--- src/rtl/dat_walk_pkg.sv ---
package dat_walk_pkg;

    localparam int VA_W          = 64;
    localparam int RX_W          = 11;
    localparam int PX_W          = 8;
    localparam int BX_W          = 12;
    localparam int NLVL          = 4;
    localparam int LVL_W         = $clog2(NLVL);
    localparam int ORG_LSB       = 12;
    localparam int PTO_LSB       = 11;
    localparam int R3_FRAME_LSB  = 31;
    localparam int SEG_FRAME_LSB = 20;
    localparam int IDX_BASE      = BX_W + PX_W;
    localparam int EXC_W         = 4;

    typedef enum logic [EXC_W-1:0] {
        EXC_NONE      = 4'd0,
        EXC_ASCE_TYPE = 4'd1,
        EXC_REG1      = 4'd2,
        EXC_REG2      = 4'd3,
        EXC_REG3      = 4'd4,
        EXC_SEG       = 4'd5,
        EXC_PAGE      = 4'd6,
        EXC_SPEC      = 4'd7,
        EXC_PROT      = 4'd8,
        EXC_ADDR      = 4'd9
    } exc_e;

    typedef enum logic {
        ST_IDLE = 1'b0,
        ST_WAIT = 1'b1
    } st_e;

    function automatic exc_e level_exc(input logic [LVL_W-1:0] lvl);
        case (lvl)
            2'd3:    return EXC_REG1;
            2'd2:    return EXC_REG2;
            2'd1:    return EXC_REG3;
            default: return EXC_SEG;
        endcase
    endfunction

endpackage

--- src/rtl/dat_va_index.sv ---
module dat_va_index
    import dat_walk_pkg::*;
(
    input  logic [VA_W-1:0]            va,
    output logic [NLVL-1:0][RX_W-1:0]  idx,
    output logic [NLVL-1:0]            above_nz,
    output logic [PX_W-1:0]            px
);
    assign px = va[BX_W +: PX_W];

    for (genvar g = 0; g < NLVL; g++) begin : g_lvl
        assign idx[g] = va[IDX_BASE + g*RX_W +: RX_W];
        if (g == NLVL-1) begin : g_top
            assign above_nz[g] = 1'b0;
        end else begin : g_mid
            assign above_nz[g] = |va[VA_W-1 : IDX_BASE + (g+1)*RX_W];
        end
    end
endmodule

--- src/rtl/dat_entry_eval.sv ---
module dat_entry_eval
    import dat_walk_pkg::*;
(
    input  logic [VA_W-1:0]           entry,
    input  logic                      oor,
    input  logic [LVL_W-1:0]          lvl,
    input  logic                      at_page,
    input  logic [VA_W-1:0]           va,
    input  logic [NLVL-1:0][RX_W-1:0] idx,
    input  logic [PX_W-1:0]           px,
    input  logic                      priv,
    input  logic                      e1,
    input  logic                      e2,
    output exc_e                      exc,
    output logic                      finish,
    output logic [VA_W-1:0]           res_addr,
    output logic [VA_W-1:0]           next_ptr,
    output logic                      next_page,
    output logic [LVL_W-1:0]          next_lvl,
    output logic                      prot_bit
);
    logic [LVL_W-1:0] nl;
    logic [1:0]       nidx_top;

    always_comb begin
        nl        = lvl - 2'd1;
        nidx_top  = idx[nl][RX_W-1 -: 2];
        exc       = EXC_NONE;
        finish    = 1'b0;
        res_addr  = '0;
        next_ptr  = '0;
        next_page = 1'b0;
        next_lvl  = nl;
        prot_bit  = 1'b0;

        if (oor) begin
            exc = EXC_ADDR;
        end else if (at_page) begin
            if (entry[10])                exc = EXC_PAGE;
            else if (entry[11])           exc = EXC_SPEC;
            else if (entry[8] && !e1)     exc = EXC_SPEC;
            else begin
                prot_bit = entry[9];
                finish   = 1'b1;
                res_addr = {entry[VA_W-1:ORG_LSB], va[ORG_LSB-1:0]};
            end
        end else if (entry[5]) begin
            exc = level_exc(lvl);
        end else if (entry[3:2] != lvl) begin
            exc = EXC_SPEC;
        end else if (lvl == 2'd0) begin
            if (entry[4] && priv) begin
                exc = EXC_SPEC;
            end else if (entry[10] && e1) begin
                prot_bit = entry[9];
                finish   = 1'b1;
                res_addr = {entry[VA_W-1:SEG_FRAME_LSB], va[SEG_FRAME_LSB-1:0]};
            end else begin
                prot_bit  = entry[9];
                next_page = 1'b1;
                next_ptr  = {entry[VA_W-1:PTO_LSB], {PTO_LSB{1'b0}}}
                          + 64'({px, 3'b000});
            end
        end else begin
            if (lvl == 2'd1 && entry[4] && priv && e2) begin
                exc = EXC_SPEC;
            end else if (lvl == 2'd1 && entry[10] && e2) begin
                prot_bit = entry[9];
                finish   = 1'b1;
                res_addr = {entry[VA_W-1:R3_FRAME_LSB], va[R3_FRAME_LSB-1:0]};
            end else if (nidx_top < entry[7:6] || nidx_top > entry[1:0]) begin
                exc = level_exc(nl);
            end else begin
                prot_bit = entry[9] & e1;
                next_ptr = {entry[VA_W-1:ORG_LSB], {ORG_LSB{1'b0}}}
                         + 64'({idx[nl], 3'b000});
            end
        end
    end
endmodule

--- src/rtl/dat_walker.sv ---
module dat_walker
    import dat_walk_pkg::*;
(
    input  logic              clk,
    input  logic              rst_n,
    input  logic              start,
    input  logic [VA_W-1:0]   vaddr,
    input  logic [VA_W-1:0]   space_desc,
    input  logic              lf1_en,
    input  logic              lf2_en,
    input  logic              is_store,
    output logic              busy,
    output logic              mem_req_valid,
    output logic [VA_W-1:0]   mem_req_addr,
    input  logic              mem_rsp_valid,
    input  logic [VA_W-1:0]   mem_rsp_data,
    input  logic              mem_rsp_oor,
    output logic              done,
    output logic [VA_W-1:0]   result_addr,
    output logic [EXC_W-1:0]  result_exc
);
    typedef struct packed {
        st_e              st;
        logic [LVL_W-1:0] lvl;
        logic             page;
        logic             prot;
        logic [VA_W-1:0]  ptr;
        logic             req;
        logic             done;
        logic [VA_W-1:0]  res;
        exc_e             exc;
        logic [VA_W-1:0]  va;
        logic             priv;
        logic             e1;
        logic             e2;
        logic             store;
    } walk_s;

    walk_s s_d, s_q;

    logic [VA_W-1:0]           cur_va;
    logic [NLVL-1:0][RX_W-1:0] idx;
    logic [NLVL-1:0]           above_nz;
    logic [PX_W-1:0]           px;
    logic [LVL_W-1:0]          dt;
    logic                      unused_desc_bits;

    exc_e             ev_exc;
    logic             ev_finish;
    logic [VA_W-1:0]  ev_res;
    logic [VA_W-1:0]  ev_ptr;
    logic             ev_page;
    logic [LVL_W-1:0] ev_lvl;
    logic             ev_prot;

    assign cur_va           = (s_q.st == ST_IDLE) ? vaddr : s_q.va;
    assign dt               = space_desc[3:2];
    assign unused_desc_bits = ^{space_desc[11:9], space_desc[7:6], space_desc[4]};

    dat_va_index u_idx (
        .va       (cur_va),
        .idx      (idx),
        .above_nz (above_nz),
        .px       (px)
    );

    dat_entry_eval u_eval (
        .entry     (mem_rsp_data),
        .oor       (mem_rsp_oor),
        .lvl       (s_q.lvl),
        .at_page   (s_q.page),
        .va        (s_q.va),
        .idx       (idx),
        .px        (px),
        .priv      (s_q.priv),
        .e1        (s_q.e1),
        .e2        (s_q.e2),
        .exc       (ev_exc),
        .finish    (ev_finish),
        .res_addr  (ev_res),
        .next_ptr  (ev_ptr),
        .next_page (ev_page),
        .next_lvl  (ev_lvl),
        .prot_bit  (ev_prot)
    );

    always_comb begin
        s_d      = s_q;
        s_d.req  = 1'b0;
        s_d.done = 1'b0;

        case (s_q.st)
            ST_IDLE: begin
                if (start) begin
                    s_d.va    = vaddr;
                    s_d.priv  = space_desc[8];
                    s_d.e1    = lf1_en;
                    s_d.e2    = lf2_en;
                    s_d.store = is_store;
                    s_d.prot  = 1'b0;
                    s_d.page  = 1'b0;
                    s_d.res   = '0;
                    if (space_desc[5]) begin
                        s_d.done = 1'b1;
                        s_d.res  = vaddr;
                        s_d.exc  = EXC_NONE;
                    end else if (above_nz[dt]) begin
                        s_d.done = 1'b1;
                        s_d.exc  = EXC_ASCE_TYPE;
                    end else if (idx[dt][RX_W-1 -: 2] > space_desc[1:0]) begin
                        s_d.done = 1'b1;
                        s_d.exc  = level_exc(dt);
                    end else begin
                        s_d.st  = ST_WAIT;
                        s_d.lvl = dt;
                        s_d.req = 1'b1;
                        s_d.ptr = {space_desc[VA_W-1:ORG_LSB], {ORG_LSB{1'b0}}}
                                + 64'({idx[dt], 3'b000});
                    end
                end
            end
            ST_WAIT: begin
                if (mem_rsp_valid) begin
                    if (ev_exc != EXC_NONE) begin
                        s_d.st   = ST_IDLE;
                        s_d.done = 1'b1;
                        s_d.exc  = ev_exc;
                        s_d.res  = '0;
                    end else if (ev_finish) begin
                        s_d.st   = ST_IDLE;
                        s_d.done = 1'b1;
                        if (s_q.store && (s_q.prot || ev_prot)) begin
                            s_d.exc = EXC_PROT;
                            s_d.res = '0;
                        end else begin
                            s_d.exc = EXC_NONE;
                            s_d.res = ev_res;
                        end
                    end else begin
                        s_d.prot = s_q.prot | ev_prot;
                        s_d.ptr  = ev_ptr;
                        s_d.page = ev_page;
                        s_d.lvl  = ev_lvl;
                        s_d.req  = 1'b1;
                    end
                end
            end
            default: s_d.st = ST_IDLE;
        endcase
    end

    always_ff @(posedge clk) begin
        if (!rst_n) s_q <= '0;
        else        s_q <= s_d;
    end

    assign busy          = (s_q.st != ST_IDLE);
    assign mem_req_valid = s_q.req;
    assign mem_req_addr  = s_q.ptr;
    assign done          = s_q.done;
    assign result_addr   = s_q.res;
    assign result_exc    = s_q.exc;
endmodule

--- config.mk ---
export PLATFORM = sky130hd
export DESIGN_NAME = dat_walker
export DESIGN_NICKNAME = d
export VERILOG_FILES = /design/src/rtl/dat_walk_pkg.sv /design/src/rtl/dat_va_index.sv /design/src/rtl/dat_entry_eval.sv /design/src/rtl/dat_walker.sv
export SDC_FILE = /design/constraint.sdc
export NUM_CORES = 1
export LEC_CHECK = 0
export BUFFER_PORTS_ARGS = -buffer_cell sky130_fd_sc_hd__buf_2
export CORE_UTILIZATION = 50
export CTS_BUF_LIST = sky130_fd_sc_hd__clkbuf_2 sky130_fd_sc_hd__clkbuf_4 sky130_fd_sc_hd__clkbuf_8
export CTS_CLUSTER_DIAMETER = 50
export CTS_CLUSTER_SIZE = 14
export DETAILED_ROUTE_END_ITERATION = 10
export GPL_TIMING_DRIVEN = 0
export PLACE_DENSITY_LB_ADDON = 0.05
export SLEW_MARGIN = 10
export SYNTH_ARGS = -nofsm -noshare
export SYNTH_HDL_FRONTEND = slang
export SYNTH_HIERARCHICAL = 1
export SYNTH_SLANG_ARGS = --single-unit
--- constraint.sdc ---
create_clock -name clk -period 16.7 [get_ports clk]
set_clock_uncertainty 0.2 [all_clocks]
set_input_delay 1.67 -clock clk [delete_from_list [all_inputs] [get_ports clk]]
set_output_delay 1.67 -clock clk [all_outputs]
set_load 0.01 [all_outputs]
# Yosys cells after proc, flatten, opt, wreduce, memory -nomap -nowiden
# Index checks and enable logic that the tools add are counted.
# totals
elab_cells	165
ff_bits	207
in_bits	200
output_inout_bits	135
# op_classes
magnitude_cmp	5
reduce_logical	22
add_sub_neg	4
bitwise_logic	3
muxes	98
n_eq_ne	19
# ops
op	count
$mux W64	24
$pmux W139 S2	1
$mux W69	4
$mux W207	1
$mux W65	3
$mux W139	1
$add A64 B14 Y64	2
$mux W68	1
$add A64 B11 Y64	1
$mux W4	13
$bmux W11 S2	2
$mux W1	37
$reduce_or A33 Y1	1
$pmux W3 S3	3
$mux W11	2
$reduce_or A22 Y1	1
$mux W3	5
$ne A2 B2 Y1 const B	7
$eq A2 B2 Y1 const B	6
$reduce_or A11 Y1	1
$logic_and A1 B1 Y1	9
$reduce_and A4 Y1	2
$reduce_and A7 Y1	1
$eq A2 B1 Y1 const B	3
other kinds (17)	20

# Depth between registers and ports, before layout
# depth
ltp_word	20
mapped_depth	22
depth_no_buf	17

# Modules after synthesis
# The synthesis kept the hierarchy.
# modules_own_cells
mod	cells_each	n_inst	seq_area_each_um2	area_each_um2
dat_walker	1279	1	4144.0	11422.2
dat_entry_eval	450	1	0.0	2986.6
dat_va_index	69	1	0.0	491.7

# Least setup slack after synthesis
# OpenSTA, ideal clock, no wires.
# synth_timing
path_kind	input port to flip-flop
from	input port vaddr[41]
to	register s_q (netlist bit mem_req_addr[46])
arrival_ns	5.664
required_time_ns	16.377
setup_time_ns	0.123
path_buffers	4
path_slack_ns	10.713
path_stages	18
cell_sequence	mux2_2 > buf_4 > mux4_2 > ha_1 > nor2b_1 > o21a_1 > nor2_1 > nor2_1 > a2111oi_0 > nor4_1 > or4_1 > or2_1 > buf_2 > a21o_1 > buf_2 > buf_2 > a221oi_1 > nor2_1
# synth_lines
item	line_no	rtl
start, declared	dat_walker.sv:7	input logic [VA_W-1:0] vaddr,
end signal, assigned	dat_walker.sv:153	if (!rst_n) s_q <= '0;
end signal, assigned	dat_walker.sv:154	else s_q <= s_d;
end, declared	dat_walker.sv:39	walk_s s_d, s_q;

# Worst setup path after layout
# layout_timing
from	register s_q (netlist bit busy)
to	register s_q (netlist bit result_addr[63])
# layout_via
word_cells_on_any_way	35
cone_classes	2 x order compare; 3 x eq/ne; 24 x mux; 1 x bitwise; 5 x reduce/logical
# layout_lines
item	line_no	rtl
$mux W64 *	dat_walker.sv:56	assign cur_va = (s_q.st == ST_IDLE) ? vaddr : s_q.va;
net cur_va[41]	dat_walker.sv:41	logic [VA_W-1:0] cur_va;
$bmux W11 S2 *	dat_entry_eval.sv:27	nidx_top = idx[nl][RX_W-1 -: 2];
$mux W11 (not written as such) *	dat_entry_eval.sv:27	
$lt A2 B2 Y1 / $gt A2 B2 Y1 (equally long branches)	dat_entry_eval.sv:71	end else if (nidx_top < entry[7:6] || nidx_top > entry[1:0]) begin
$logic_or A1 B1 Y1 *	dat_entry_eval.sv:71	
$mux W4 *	dat_entry_eval.sv:71	
$mux W4 *	dat_entry_eval.sv:67	end else if (lvl == 2'd1 && entry[10] && e2) begin
[... 3 more ...]	-	
$mux W4 *	dat_entry_eval.sv:47	end else if (entry[5]) begin
$mux W4 *	dat_entry_eval.sv:38	end else if (at_page) begin
$mux W4 *	dat_entry_eval.sv:36	if (oor) begin
net ev_exc[2]	dat_walker.sv:48	exc_e ev_exc;
$reduce_bool A4 Y1 *	dat_walker.sv:124	if (ev_exc != EXC_NONE) begin
$mux W69	dat_walker.sv:124	
$mux W139	dat_walker.sv:123	if (mem_rsp_valid) begin
$pmux W139 S2	dat_walker.sv:92	case (s_q.st)
# The timed path passes the listed nets; every way through them passes the cells marked *. The select of a mux whose other input is x is not followed.
# A chain may end at the register's enable or synchronous reset.

==> report_table.html <==
<table>
<tr><th>Metric</th><th>Value</th></tr>
<tr><th colspan="2">Worst setup path</th></tr>
<tr><td>Element type at the critical path start</td><td>flip-flop</td></tr>
<tr><td>Count of buffering cells on the critical path with inverters included</td><td>6</td></tr>
<tr><td>Critical path data required time</td><td>17040 ps</td></tr>
<tr><td>Reg-to-Reg End</td><td>result_addr[63]</td></tr>
<tr><td>Critical Path Source</td><td>busy</td></tr>
<tr><td>Most used cell, CP</td><td>sky130_fd_sc_hd__clkbuf_1</td></tr>
<tr><td>Maximum fanout along the worst path</td><td>10</td></tr>
<tr><td>R2R cell count</td><td>20</td></tr>
<tr><td>Cell at the slowest stage of the critical path</td><td>sky130_fd_sc_hd__clkbuf_1</td></tr>
<tr><td>Capturing instance or port of the critical path</td><td>result_addr[63]</td></tr>
<tr><td>Flop2flop setup slack</td><td>slightly above 9000 ps</td></tr>
<tr><td>Data arrival time of the critical path</td><td>7830 ps</td></tr>
<tr><td>Cell count along the critical path</td><td>20</td></tr>
<tr><td>Worst setup path category</td><td>reg -&gt; reg</td></tr>
<tr><td>CP delay by family, top</td><td>buffers and inverters</td></tr>
<tr><td>Max stage delay on crit path</td><td>720 ps</td></tr>
<tr><td>Startpoint of the most critical register-to-register path</td><td>busy</td></tr>
<tr><td>Nature of the critical path endpoint</td><td>flip-flop</td></tr>
<tr><td>CP Cell Sequence</td><td>clkbuf_1, clkbuf_1, clkbuf_1, mux2_2, buf_4, mux4_2, ha_1, nor2b_1, o21a_1, nor2_1, nor2_1, a2111oi_0, nor4_1, or4_1, or2_1, buf_2, a21oi_2, buf_2, a222oi_1, nor2b_1</td></tr>
<tr><th colspan="2">Clocking</th></tr>
<tr><td>Cell chosen for the clock root</td><td>sky130_fd_sc_hd__clkbuf_8</td></tr>
<tr><td>Number of sinks driven by the clock tree</td><td>207</td></tr>
<tr><td>Clock buffers created by TritonCTS</td><td>30</td></tr>
<tr><td>Post-CTS Setup Bufs</td><td>0</td></tr>
<tr><td>Post-cts resize count</td><td>0</td></tr>
<tr><td>Cts-stage hold buffer count</td><td>0</td></tr>
<tr><td>Number of H-tree levels</td><td>1</td></tr>
<tr><td>CTS tree</td><td>yes</td></tr>
<tr><td>Clock insertion delay at the later pin of the skew report</td><td>620 ps</td></tr>
<tr><td>Clock transition at the registers of the reported paths</td><td>90 ps</td></tr>
<tr><td>Number of buffers between clock root and the deepest sink</td><td>3</td></tr>
<tr><th colspan="2">Final layout</th></tr>
<tr><td>Number of nets in the layout</td><td>2360</td></tr>
<tr><td>Area Overhead vs Synth</td><td>19.1%</td></tr>
<tr><td>Commonest cells after routing, fill and taps aside</td><td>355 x sky130_fd_sc_hd__buf_2, 228 x sky130_fd_sc_hd__nand2_1, 207 x sky130_fd_sc_hd__dfxtp_1</td></tr>
<tr><td>Commonest non-fill, non-tap cell in the layout</td><td>sky130_fd_sc_hd__buf_2</td></tr>
<tr><td>Fraction of layout instances using a drive strength above 1</td><td>32.3%</td></tr>
<tr><th colspan="2">Detailed routing</th></tr>
<tr><td>Vias per std cell</td><td>6.10</td></tr>
<tr><td>Total iterations of the first detailed-routing run</td><td>7</td></tr>
<tr><td>Drt first-iter violations</td><td>~2200</td></tr>
<tr><td>Final WL</td><td>57.0 mm</td></tr>
<tr><td>DRC viols</td><td>0</td></tr>
<tr><td>Mean routed wirelength per cell</td><td>~22 um</td></tr>
<tr><td>Detailed-route via count</td><td>15600</td></tr>
<tr><td>Number of nets with antenna violations after detailed routing</td><td>0</td></tr>
<tr><th colspan="2">Floorplanning</th></tr>
<tr><td>Placeable Area</td><td>between 20000 and 30000 sq um</td></tr>
<tr><td>Starting density of the core</td><td>between 50% and 60%</td></tr>
<tr><td>Die width</td><td>174 um</td></tr>
<tr><td>Die Height</td><td>174 um</td></tr>
<tr><td>Core Rows</td><td>slightly above 60</td></tr>
<tr><td>IO Count</td><td>335</td></tr>
<tr><td>Floorplan die area</td><td>30200 sq um</td></tr>
<tr><th colspan="2">Placement</th></tr>
<tr><td>Gp weighted congestion</td><td>0.959</td></tr>
<tr><td>Minimum setup slack after placement</td><td>9460 ps</td></tr>
<tr><td>Number of buffers inserted by port buffering</td><td>324</td></tr>
<tr><td>Detailed placer's ending HPWL</td><td>44.5 mm</td></tr>
<tr><th colspan="2">Power</th></tr>
<tr><td>Peak ir drop on the vdd network</td><td>between 0.07 and 0.08 mV</td></tr>
<tr><td>Power per unit of standard cell area</td><td>69.9 nW/um^2</td></tr>
<tr><td>Part of the power in the clock network</td><td>39.2%</td></tr>
<tr><td>Leakage power</td><td>roughly 0.0075 uW</td></tr>
<tr><td>Switching pwr</td><td>371 uW</td></tr>
<tr><td>Share of total power consumed by net switching</td><td>30.2%</td></tr>
<tr><td>Internal power of the cells</td><td>857 uW</td></tr>
<tr><td>Gate power share</td><td>18.2%</td></tr>
<tr><td>Sequential group share of total power</td><td>a little over two fifths</td></tr>
<tr><th colspan="2">STA</th></tr>
<tr><td>Max-slew violation count</td><td>0</td></tr>
<tr><td>Worst setup slack after layout</td><td>9210 ps</td></tr>
<tr><td>Setup Viol. Count Final</td><td>0</td></tr>
<tr><td>Final period demand of the worst path</td><td>7490 ps</td></tr>
<tr><td>Max-slew headroom at the worst pin</td><td>10.1%</td></tr>
<tr><td>Unrepaired setup endpoints after global routing</td><td>false</td></tr>
<tr><td>Maximum operating frequency</td><td>0.133 GHz</td></tr>
<tr><td>Period Utilization, post-route</td><td>44.9%</td></tr>
<tr><td>Slew @ Worst Pin</td><td>about 1300 ps</td></tr>
<tr><td>Hold Violations, Final</td><td>0</td></tr>
<tr><td>Accumulated negative setup slack</td><td>0 ps</td></tr>
<tr><th colspan="2">Yosys</th></tr>
<tr><td>Mapped Avg Cell Area</td><td>8.27 sq um</td></tr>
<tr><td>Number of instances in the synthesized netlist</td><td>1786</td></tr>
<tr><td>Yosys Warn Count</td><td>6</td></tr>
<tr><td>Summed instance area of the synthesized netlist</td><td>approximately 15000 sq um</td></tr>
<tr><th colspan="2">Hold path</th></tr>
<tr><td>Hold/Removal Path Class</td><td>reg -&gt; reg</td></tr>
<tr><th colspan="2">Global routing</th></tr>
<tr><td>Wire length of the first global-routing pass</td><td>~85 mm</td></tr>
<tr><td>Total GRT Usage</td><td>36.4%</td></tr>
<tr><td>Global-route congestion overflow total</td><td>0</td></tr>
<tr><td>Initial antenna violation count</td><td>4</td></tr>
<tr><td>Number of global-route vias before repair</td><td>14300</td></tr>
<tr><td>Maximum number of pins on one net before global-route repair</td><td>15</td></tr>
<tr><th colspan="2">Status</th></tr>
<tr><td>Outcome</td><td>finished, final reports clean</td></tr>
<tr><th colspan="2">Flow run</th></tr>
<tr><td>Max Cap Violations</td><td>0</td></tr>
</table>
==> cell type report <==
cell class | instances | area, sq um
antenna | 2 | 5.00
buffer | 325 | 2000
clock buffer | 37 | 490
clock inverter | 19 | 214
fill | 2701 | 11300
inverter | 23 | 86.3
multi-input combinational | 1233 | 8540
sequential | 207 | 4140
tap | 384 | 480
timing repair buffer | 324 | 1620
==> power by group through the flow <==
| stage | Combinational, uW | Sequential, uW | Clock, uW |
|---|---|---|---|
| 5_1_grt | 240 | 525 | 509 |
| 6_report | 224 | 523 | 482 |
| 3_5_place_dp | 218 | 534 | 0 |
| 3_3_place_gp | 215 | 533 | 0 |
| 2_1_floorplan | 128 | 531 | 0 |
| 4_1_cts | 220 | 523 | 486 |
==> per-stage QoR <==
step	std cells	hold slack, ps	power (uW)	utilization [%]	area [sq um]
5_1_grt	2553	286	1270	60.9	17600
6_report	2554	262	1230	60.9	17600
3_5_place_dp	2496	253	752	58.5	16900
2_1_floorplan	1788	239	658	-	14800
3_3_place_gp	2496	246	749	58.5	16900
4_1_cts	2552	266	1230	60.9	17600
==> worst min-delay path by stage <==
stage / to / depth (start not counted) / slack, ps / start
after floorplan: s_q[10] / 2 / 240 / s_q[10]
after global placement: s_q[9] / 2 / 250 / s_q[9]
final: s_q[46] / 2 / 260 / s_q[46]
after CTS: s_q[10] / 2 / 270 / s_q[10]
after global routing: s_q[4] / 2 / 290 / s_q[4]
after detailed placement: s_q[45] / 2 / 250 / s_q[45]
==> state kept, by name, indices dropped and copies added (netlist names) <==
name and count:
done 1, s_q 72, result_addr 64, mem_req_addr 64
mem_req_valid 1, busy 1, result_exc 4
==> metal layers <==
metal | part of all wire, % | up-vias | track usage (%)
met1 | 43 | 7418 | 50.4
met5 | 0.032 | - | 0
met2 | 44 | 909 | 57.1
met3 | 9.3 | 126 | 5.81
met4 | 3.5 | 4 | 13.1
li1 | - | 7121 | -
==> worst register-to-register path, delay by kind of cell, from the launching register on <==
kind / cells / cell delay (ps)
compound gates: 4 / 1580
simple gates: 7 / 1560
fa+ha+maj: 1 / 330
buf+inv: 6 / 2300
mux: 2 / 1020
flops: 1 / 390
(Power assumes the default switching activity.)
